===== config.mk =====
export PLATFORM = sky130hd
export DESIGN_NAME = fsram_ctrl
export DESIGN_NICKNAME = d
export VERILOG_FILES = /design/src/rtl/fsram_pkg.sv /design/src/rtl/fsram_decode.sv /design/src/rtl/fsram_burst.sv /design/src/rtl/fsram_array.sv /design/src/rtl/fsram_ctrl.sv
export SDC_FILE = /design/constraint.sdc
export NUM_CORES = 2
export LEC_CHECK = 0
export BUFFER_PORTS_ARGS = -buffer_cell sky130_fd_sc_hd__buf_2
export CAP_MARGIN = 15
export CORE_ASPECT_RATIO = 1.4
export CORE_MARGIN = 10
export CORE_UTILIZATION = 35
export DETAILED_ROUTE_END_ITERATION = 10
export GPL_TIMING_DRIVEN = 0
export PLACE_DENSITY_LB_ADDON = 0.2
export SYNTH_ARGS = -nofsm -noshare
export SYNTH_HDL_FRONTEND = slang
export SYNTH_HIERARCHICAL = 1
export SYNTH_SLANG_ARGS = --single-unit

===== constraint.sdc =====
create_clock -name clk -period 6.2 [get_ports clk]
set_clock_uncertainty 0.1 [all_clocks]
set_input_delay 0.62 -clock clk [delete_from_list [all_inputs] [get_ports clk]]
set_output_delay 0.62 -clock clk [all_outputs]
set_load 0.01 [all_outputs]

===== src/rtl/fsram_pkg.sv =====
// Shared sizes and the command type for the flow-through burst SRAM control path.
// Assumes a word made of equal byte lanes and a burst of 2**BURST_W beats.
package fsram_pkg;
    localparam int ADDR_W  = 6;
    localparam int LANES   = 4;
    localparam int LANE_W  = 8;
    localparam int BURST_W = 2;

    // Action chosen for one clock edge.
    typedef enum logic [1:0] {
        CMD_IDLE  = 2'd0,
        CMD_DESEL = 2'd1,
        CMD_START = 2'd2,
        CMD_CONT  = 2'd3
    } cmd_t;
endpackage


===== src/rtl/fsram_decode.sv =====
// Command decoder: turns strobes, chip enables and write enables into one action per edge,
// plus the lane write mask and the lane-low flag of the new beat.
// Assumes all inputs are already stable at the sampling edge.
module fsram_decode
    import fsram_pkg::*;
#(
    parameter int LANES = fsram_pkg::LANES
) (
    input  logic             strb_proc_n,
    input  logic             strb_ctl_n,
    input  logic             ce_main_n,
    input  logic             ce_hi,
    input  logic             ce_lo_n,
    input  logic             wr_all_n,
    input  logic             wr_byte_n,
    input  logic [LANES-1:0] lane_we_n,
    input  logic             act_i,
    output cmd_t             cmd_o,
    output logic [LANES-1:0] wmask_o,
    output logic             lane_low_o
);
    logic             sec_ok;
    logic             proc_seen;
    logic             ctl_seen;
    logic [LANES-1:0] mask_raw;

    assign sec_ok    = ce_hi & ~ce_lo_n;
    assign proc_seen = ~strb_proc_n & ~ce_main_n;
    assign ctl_seen  = ~strb_ctl_n & strb_proc_n;

    // Lane mask requested by the write enables on this edge.
    always_comb begin
        if (!wr_all_n) begin
            mask_raw = '1;
        end else if (!wr_byte_n) begin
            mask_raw = ~lane_we_n;
        end else begin
            mask_raw = '0;
        end
    end

    // Pick the action; the processor strobe wins and masks write enables.
    always_comb begin
        cmd_o      = CMD_IDLE;
        wmask_o    = '0;
        lane_low_o = 1'b0;
        if (proc_seen) begin
            cmd_o = sec_ok ? CMD_START : CMD_DESEL;
        end else if (ctl_seen) begin
            cmd_o      = (sec_ok && !ce_main_n) ? CMD_START : CMD_DESEL;
            wmask_o    = mask_raw;
            lane_low_o = ~&lane_we_n;
        end else if (act_i) begin
            cmd_o      = CMD_CONT;
            wmask_o    = mask_raw;
            lane_low_o = ~&lane_we_n;
        end
    end
endmodule


===== src/rtl/fsram_burst.sv =====
// Burst address sequencer: holds the start address and a beat count and forms the access
// address in linear or interleaved order over the low BURST_W bits.
// Assumes order_lin stays put for the length of a burst.
module fsram_burst #(
    parameter int ADDR_W  = fsram_pkg::ADDR_W,
    parameter int BURST_W = fsram_pkg::BURST_W
) (
    input  logic              clk,
    input  logic              rst_n,
    input  logic              load_i,
    input  logic [ADDR_W-1:0] addr_i,
    input  logic              step_i,
    input  logic              order_lin,
    output logic [ADDR_W-1:0] addr_o
);
    logic [ADDR_W-1:0]  base_q;
    logic [BURST_W-1:0] cnt_q;
    logic [BURST_W-1:0] low_bits;

    // Capture a new start address or count one more beat.
    always_ff @(posedge clk) begin
        if (!rst_n) begin
            base_q <= '0;
            cnt_q  <= '0;
        end else if (load_i) begin
            base_q <= addr_i;
            cnt_q  <= '0;
        end else if (step_i) begin
            cnt_q <= cnt_q + 1'b1;
        end
    end

    // Form the low address bits from start value and count.
    always_comb begin
        if (order_lin) begin
            low_bits = base_q[BURST_W-1:0] + cnt_q;
        end else begin
            low_bits = base_q[BURST_W-1:0] ^ cnt_q;
        end
    end

    generate
        if (ADDR_W > BURST_W) begin : g_upper
            assign addr_o = {base_q[ADDR_W-1:BURST_W], low_bits};
        end else begin : g_only_low
            assign addr_o = low_bits[ADDR_W-1:0];
        end
    endgenerate


    step_count_chk: assert property (@(posedge clk) disable iff (!rst_n)
        (step_i && !load_i) |=> (cnt_q == $past(cnt_q) + 1'b1));


    upper_hold_chk: assert property (@(posedge clk) disable iff (!rst_n)
        !load_i |=> (base_q == $past(base_q)));
endmodule


===== src/rtl/fsram_array.sv =====
// Storage array: one memory per byte lane, written at the clock edge under a lane mask
// and read without a clock from the given address.
// Assumes a single address serves both the write and the read port.
module fsram_array #(
    parameter int ADDR_W = fsram_pkg::ADDR_W,
    parameter int LANES  = fsram_pkg::LANES,
    parameter int LANE_W = fsram_pkg::LANE_W
) (
    input  logic                    clk,
    input  logic [ADDR_W-1:0]       addr_i,
    input  logic [LANES-1:0]        we_i,
    input  logic [LANES*LANE_W-1:0] wdata_i,
    output logic [LANES*LANE_W-1:0] rdata_o
);
    localparam int DEPTH = 2 ** ADDR_W;

    for (genvar g = 0; g < LANES; g++) begin : g_lane
        logic [LANE_W-1:0] lane_mem [DEPTH];

        // Write this lane when its mask bit is set.
        always_ff @(posedge clk) begin
            if (we_i[g]) begin
                lane_mem[addr_i] <= wdata_i[g*LANE_W +: LANE_W];
            end
        end

        assign rdata_o[g*LANE_W +: LANE_W] = lane_mem[addr_i];
    end
endmodule


===== src/rtl/fsram_ctrl.sv =====
// Top of the flow-through burst SRAM control path: holds the beat registers (active flag,
// lane mask, lane-low flag, write data) and ties the decoder, the burst sequencer and the
// array together. Read data is passed out without a clock; the output enable gates it.
// Assumes the synchronous inputs meet setup at the rising clock edge.
module fsram_ctrl
    import fsram_pkg::*;
#(
    parameter int ADDR_W  = fsram_pkg::ADDR_W,
    parameter int LANES   = fsram_pkg::LANES,
    parameter int LANE_W  = fsram_pkg::LANE_W,
    parameter int BURST_W = fsram_pkg::BURST_W
) (
    input  logic                    clk,
    input  logic                    rst_n,
    input  logic [ADDR_W-1:0]       addr_i,
    input  logic                    strb_proc_n,
    input  logic                    strb_ctl_n,
    input  logic                    adv_n,
    input  logic                    ce_main_n,
    input  logic                    ce_hi,
    input  logic                    ce_lo_n,
    input  logic                    wr_all_n,
    input  logic                    wr_byte_n,
    input  logic [LANES-1:0]        lane_we_n,
    input  logic                    oe_n,
    input  logic                    order_lin,
    input  logic [LANES*LANE_W-1:0] wdata_i,
    output logic [LANES*LANE_W-1:0] rdata_o,
    output logic                    drive_o
);
    localparam int DATA_W = LANES * LANE_W;

    cmd_t              cmd;
    logic [LANES-1:0]  wmask_new;
    logic              lane_low_new;
    logic              act_q;
    logic [LANES-1:0]  wmask_q;
    logic              lane_low_q;
    logic [DATA_W-1:0] wdata_q;
    logic [ADDR_W-1:0] cur_addr;
    logic [DATA_W-1:0] arr_rdata;

    fsram_decode #(.LANES(LANES)) dec_i (
        .strb_proc_n (strb_proc_n),
        .strb_ctl_n  (strb_ctl_n),
        .ce_main_n   (ce_main_n),
        .ce_hi       (ce_hi),
        .ce_lo_n     (ce_lo_n),
        .wr_all_n    (wr_all_n),
        .wr_byte_n   (wr_byte_n),
        .lane_we_n   (lane_we_n),
        .act_i       (act_q),
        .cmd_o       (cmd),
        .wmask_o     (wmask_new),
        .lane_low_o  (lane_low_new)
    );

    fsram_burst #(.ADDR_W(ADDR_W), .BURST_W(BURST_W)) seq_i (
        .clk       (clk),
        .rst_n     (rst_n),
        .load_i    (cmd == CMD_START),
        .addr_i    (addr_i),
        .step_i    ((cmd == CMD_CONT) && !adv_n),
        .order_lin (order_lin),
        .addr_o    (cur_addr)
    );

    fsram_array #(.ADDR_W(ADDR_W), .LANES(LANES), .LANE_W(LANE_W)) mem_i (
        .clk     (clk),
        .addr_i  (cur_addr),
        .we_i    (wmask_q),
        .wdata_i (wdata_q),
        .rdata_o (arr_rdata)
    );

    // Update the beat registers from the decoded action.
    always_ff @(posedge clk) begin
        if (!rst_n) begin
            act_q      <= 1'b0;
            wmask_q    <= '0;
            lane_low_q <= 1'b0;
            wdata_q    <= '0;
        end else begin
            unique case (cmd)
                CMD_START, CMD_CONT: begin
                    act_q      <= 1'b1;
                    wmask_q    <= wmask_new;
                    lane_low_q <= lane_low_new;
                    wdata_q    <= wdata_i;
                end
                default: begin
                    act_q      <= 1'b0;
                    wmask_q    <= '0;
                    lane_low_q <= 1'b0;
                end
            endcase
        end
    end

    assign drive_o = act_q & ~|wmask_q & ~lane_low_q & ~oe_n;
    assign rdata_o = drive_o ? arr_rdata : '0;


    proc_read_chk: assert property (@(posedge clk) disable iff (!rst_n)
        (!strb_proc_n && !ce_main_n) |=> (wmask_q == '0));


    proc_block_chk: assert property (@(posedge clk) disable iff (!rst_n)
        (!strb_proc_n && ce_main_n && !act_q) |=> !act_q);


    ctl_main_off_chk: assert property (@(posedge clk) disable iff (!rst_n)
        (!strb_ctl_n && strb_proc_n && ce_main_n) |=> (!act_q && !drive_o));


    lane_mute_chk: assert property (@(posedge clk) disable iff (!rst_n)
        (!(!strb_proc_n && !ce_main_n) && !(&lane_we_n)) |=> !drive_o);


    idle_stay_chk: assert property (@(posedge clk) disable iff (!rst_n)
        (!act_q && strb_proc_n && strb_ctl_n) |=> !act_q);
endmodule


==> key figures <==
Timing
  – Worst-margin pin slew: 1.384 ns
  – Endpoints failing hold: 0
  – Setup slack after layout: -0.3164 ns
  – Hold_ws: 0.03157 ns
  – Final setup TNS: -2.580 ns
  – Worst slew margin: 6.868%
  – # setup viols final: 25
  – Highest Clock Rate: 153.5 MHz
  – Slew Limit Fails: 0
  – Fin crit share: 105.1%
  – Clock period minus worst slack: 6.516 ns

Pwr
  – Sw Ratio: 24.52%
  – Power Density: 316.7 nW/um^2
  – Comb pwr share: 7.5%
  – Overall power: 29,680 uW
  – Seq pwr share: 52.8%
  – Worst vdd ir: 0.2210 mV
  – P_int: 22,400 uW
  – Clk pwr share: 39.7%
  – Sw power: 7277 uW
  – P_leak: 0.03056 uW

CTS
  – Clk root buf: clkbuf_16
  – CTS tree: built
  – Htree depth: 4
  – CTS Sinks: 2,094
  – Clk_lat worst skew: 0.89 ns
  – Clock transition at path regs: 0.06 ns
  – Clk buf depth: 4
  – CTS buffer count: 203

Hold path
  – Tightest Hold Check Type: input port to flop

Floorplan
  – Chip width: 426.0 um
  – Io pins: 87
  – Die area: 250,700 um^2
  – Initial Utilization: 35.19%
  – Core ar.: 229,500 um^2
  – Number of core rows: 208
  – Die height: 588.4 um

Critical path
  – WP data arrival: 5.80 ns
  – Kind of critical path: flop to output pin
  – Max Fanout on Critical Path: 10
  – CP startpoint kind: flop
  – Setup crit end kind: output pin
  – WP data required: 5.48 ns

Placed design
  – PortBufs: 86
  – Placed Cells: 7,926
  – Final HPWL DP: 270,400 um
  – Placed cell area: 86,630 um^2
  – Gp weighted congestion: 1.074

Global route
  – Initial antenna violation count: 52
  – Vias in the first global route: 50,190
  – All-Layer GR Usage: 29.51%
  – Largest net degree at the start of global routing: 66
  – First-pass GRT wire length: 489,300 um
  – Total global routing overflow: 0

Logic synthesis
  – Number of flops mapped to enable cells by yosys: 2,048
  – Synthesis Warnings: 6
  – Post-synth top area share: 76.13%
  – Synthesized area: 80,780 um^2
  – Async set or reset register ratio after synthesis: 0%
  – Main area contributors after synthesis: edfxtp_1 (76%), a221oi_1 (3.5%), a22oi_1 (2.8%)
  – Post-Syn Nets: 4,770
  – Top_reg_cell synth: edfxtp_1
  – Cell taking the most area after synthesis: edfxtp_1
  – Syn Inst Count: 4,715
  – Register area share after synthesis: 77.27%
  – Syn_area_per_cell: 17.13 um^2
  – Distinct cell type count after synthesis: 78
  – Yosys reg bits: 2,094

Cells and area
  – Synth-to-layout area growth: 16.00%
  – FILL cells: 20,880
  – Share of cells above drive strength 1: 18.55%
  – Design Area, Final: 93,700 um^2
  – Commonest non-fill, non-tap cell in the layout: edfxtp_1
  – Final #Nets: 5,185
  – Most frequent cells in the layout: edfxtp_1 (2,048), nor2_1 (417), a221oi_1 (315)
  – Non-Filler Instances: 8,366

Routing
  – Via count: 53,040
  – 1st-iter DRT viols: 8,914
  – Post-DR wirelength/cell: 45.55 um
  – DRT Wirelength: 381,000 um
  – Via density: 6.340
  – 1st-pass router iterations: 6
  – Post-route ant nets: 0
  – DRC violations left: 0

Status
  – Outcome: finished, violations left
  – Failing checks: negative setup slack

Run
  – Maxcap violations: 0
power groups by stage:
| stage | registers [uW] | logic, uW | clock network [uW] |
|---|---|---|---|
| 2_1_floorplan | 15900 | 719 | 0 |
| 3_3_place_gp | 16100 | 1760 | 0 |
| 3_5_place_dp | 16000 | 2030 | 0 |
| 4_1_cts | 15700 | 2080 | 11900 |
| 5_1_grt | 15700 | 2170 | 12400 |
| 6_report | 15700 | 2230 | 11800 |
per-layer routing:
layer  global-route usage [%]  wire length (um)
met4                    26.57             42050
met3                    8.438             39700
met5                        0               172
met1                    32.67            125400
met2                    45.93            173700
kinds of logic after synthesis:
kind of cell,after synthesis,share of synthesized area (%)
simple gates,698,4.112
mux,354,5.458
fa+ha+maj,1,0.01549
buf+inv,377,2.244
compound gates,1188,10.87
xor+xnor,3,0.03253
flops,2094,77.27
cell type report:
class	count	area, um^2	share of cell area, %
Antenna cell	49	122.6	0.1309
Buffer	369	2036	2.172
Clock buffer	246	5263	5.616
Clock inverter	101	725.7	0.7744
Inverter	4	18.77	0.02003
Multi-Input combinational cell	2244	16850	17.98
Sequential cell	2094	62530	66.73
Tap cell	3045	3810	4.066
Timing Repair Buffer	214	2349	2.506
synthesized netlist by cell type, drive strengths merged, types with 4 or more instances:
library cell  number
and4bb            22
a21oi             96
or3               14
nor4              15
mux2             109
and3               7
nand4              6
nor4bb            11
nor2b             48
nand3b             5
dfxtp             46
o22ai            124
edfxtp          2048
nor2             420
a22oi            299
mux4              58
nand2             78
a31oi             16
a222oi            52
and2               5
nor4b              4
buf              204
o32ai             14
nand3             19
o221ai             8
nor3              24
and3b              4
a22o               4
o2111ai           13
o21a               4
inv                4
mux2i            187
clkbuf           169
a211o             13
a32oi              5
o211ai            16
a221oi           333
o21ai            174
worst max-delay path, cell delays in order, from the launching register on:
cell and delay, ns:
dfxtp_1 0.35, ha_1 0.52, buf_6 0.22, buf_6 0.34, nor2_4 0.17, buf_6 0.24, buf_2 0.41, a22oi_1 0.27
o22ai_1 0.10, nor4_1 1.15, o2111ai_1 0.35, a211o_1 0.42, nor4bb_1 0.18, buf_2 0.16
worst paths after layout:
| path | start | end | slack, ns | cells past startpoint |
|---|---|---|---|---|
| worst max-delay path | seq_i/cnt_q[0]$_SDFFE_PP0P_ | rdata_o[5] | -0.32 | 13 |
| worst max register to register | seq_i/base_q[2]$_SDFFE_PN0P_ | mem_i/g_lane[1].lane_mem[0][5]$_DFFE_PP_ | 0.13 | 10 |
| worst min register to register | seq_i/base_q[4]$_SDFFE_PN0P_ | seq_i/base_q[4]$_SDFFE_PN0P_ | 0.42 | 2 |
| worst min-delay path | rst_n | seq_i/cnt_q[0]$_SDFFE_PP0P_ | 0.03 | 3 |
metrics by stage:
step	util, %	worst slack, ns
after floorplan	-	2.809
after global placement	37.04	-1.588
after detailed placement	37.74	-0.4388
after CTS	40.69	0.008861
after global routing	40.79	-0.1298
final	40.82	-0.3164
flip-flops by register name, summed over array words and instances, names as in the netlist:
| register | count |
|---|---|
| act_q | 1 |
| wmask_q | 4 |
| seq_i/base_q | 6 |
| wdata_q | 32 |
| mem_i/g_lane.lane_mem | 2048 |
| seq_i/cnt_q | 2 |
| lane_low_q | 1 |
repair_timing:
action	in CTS	in global routing
hold buffers	40	0
cloned	0	0
hold endpoints to repair	40	0
buffers inserted	0	2
endpoints found under the setup margin	31	27
resized for setup	155	59
Note: power is estimated with default switching activity, not from simulation.
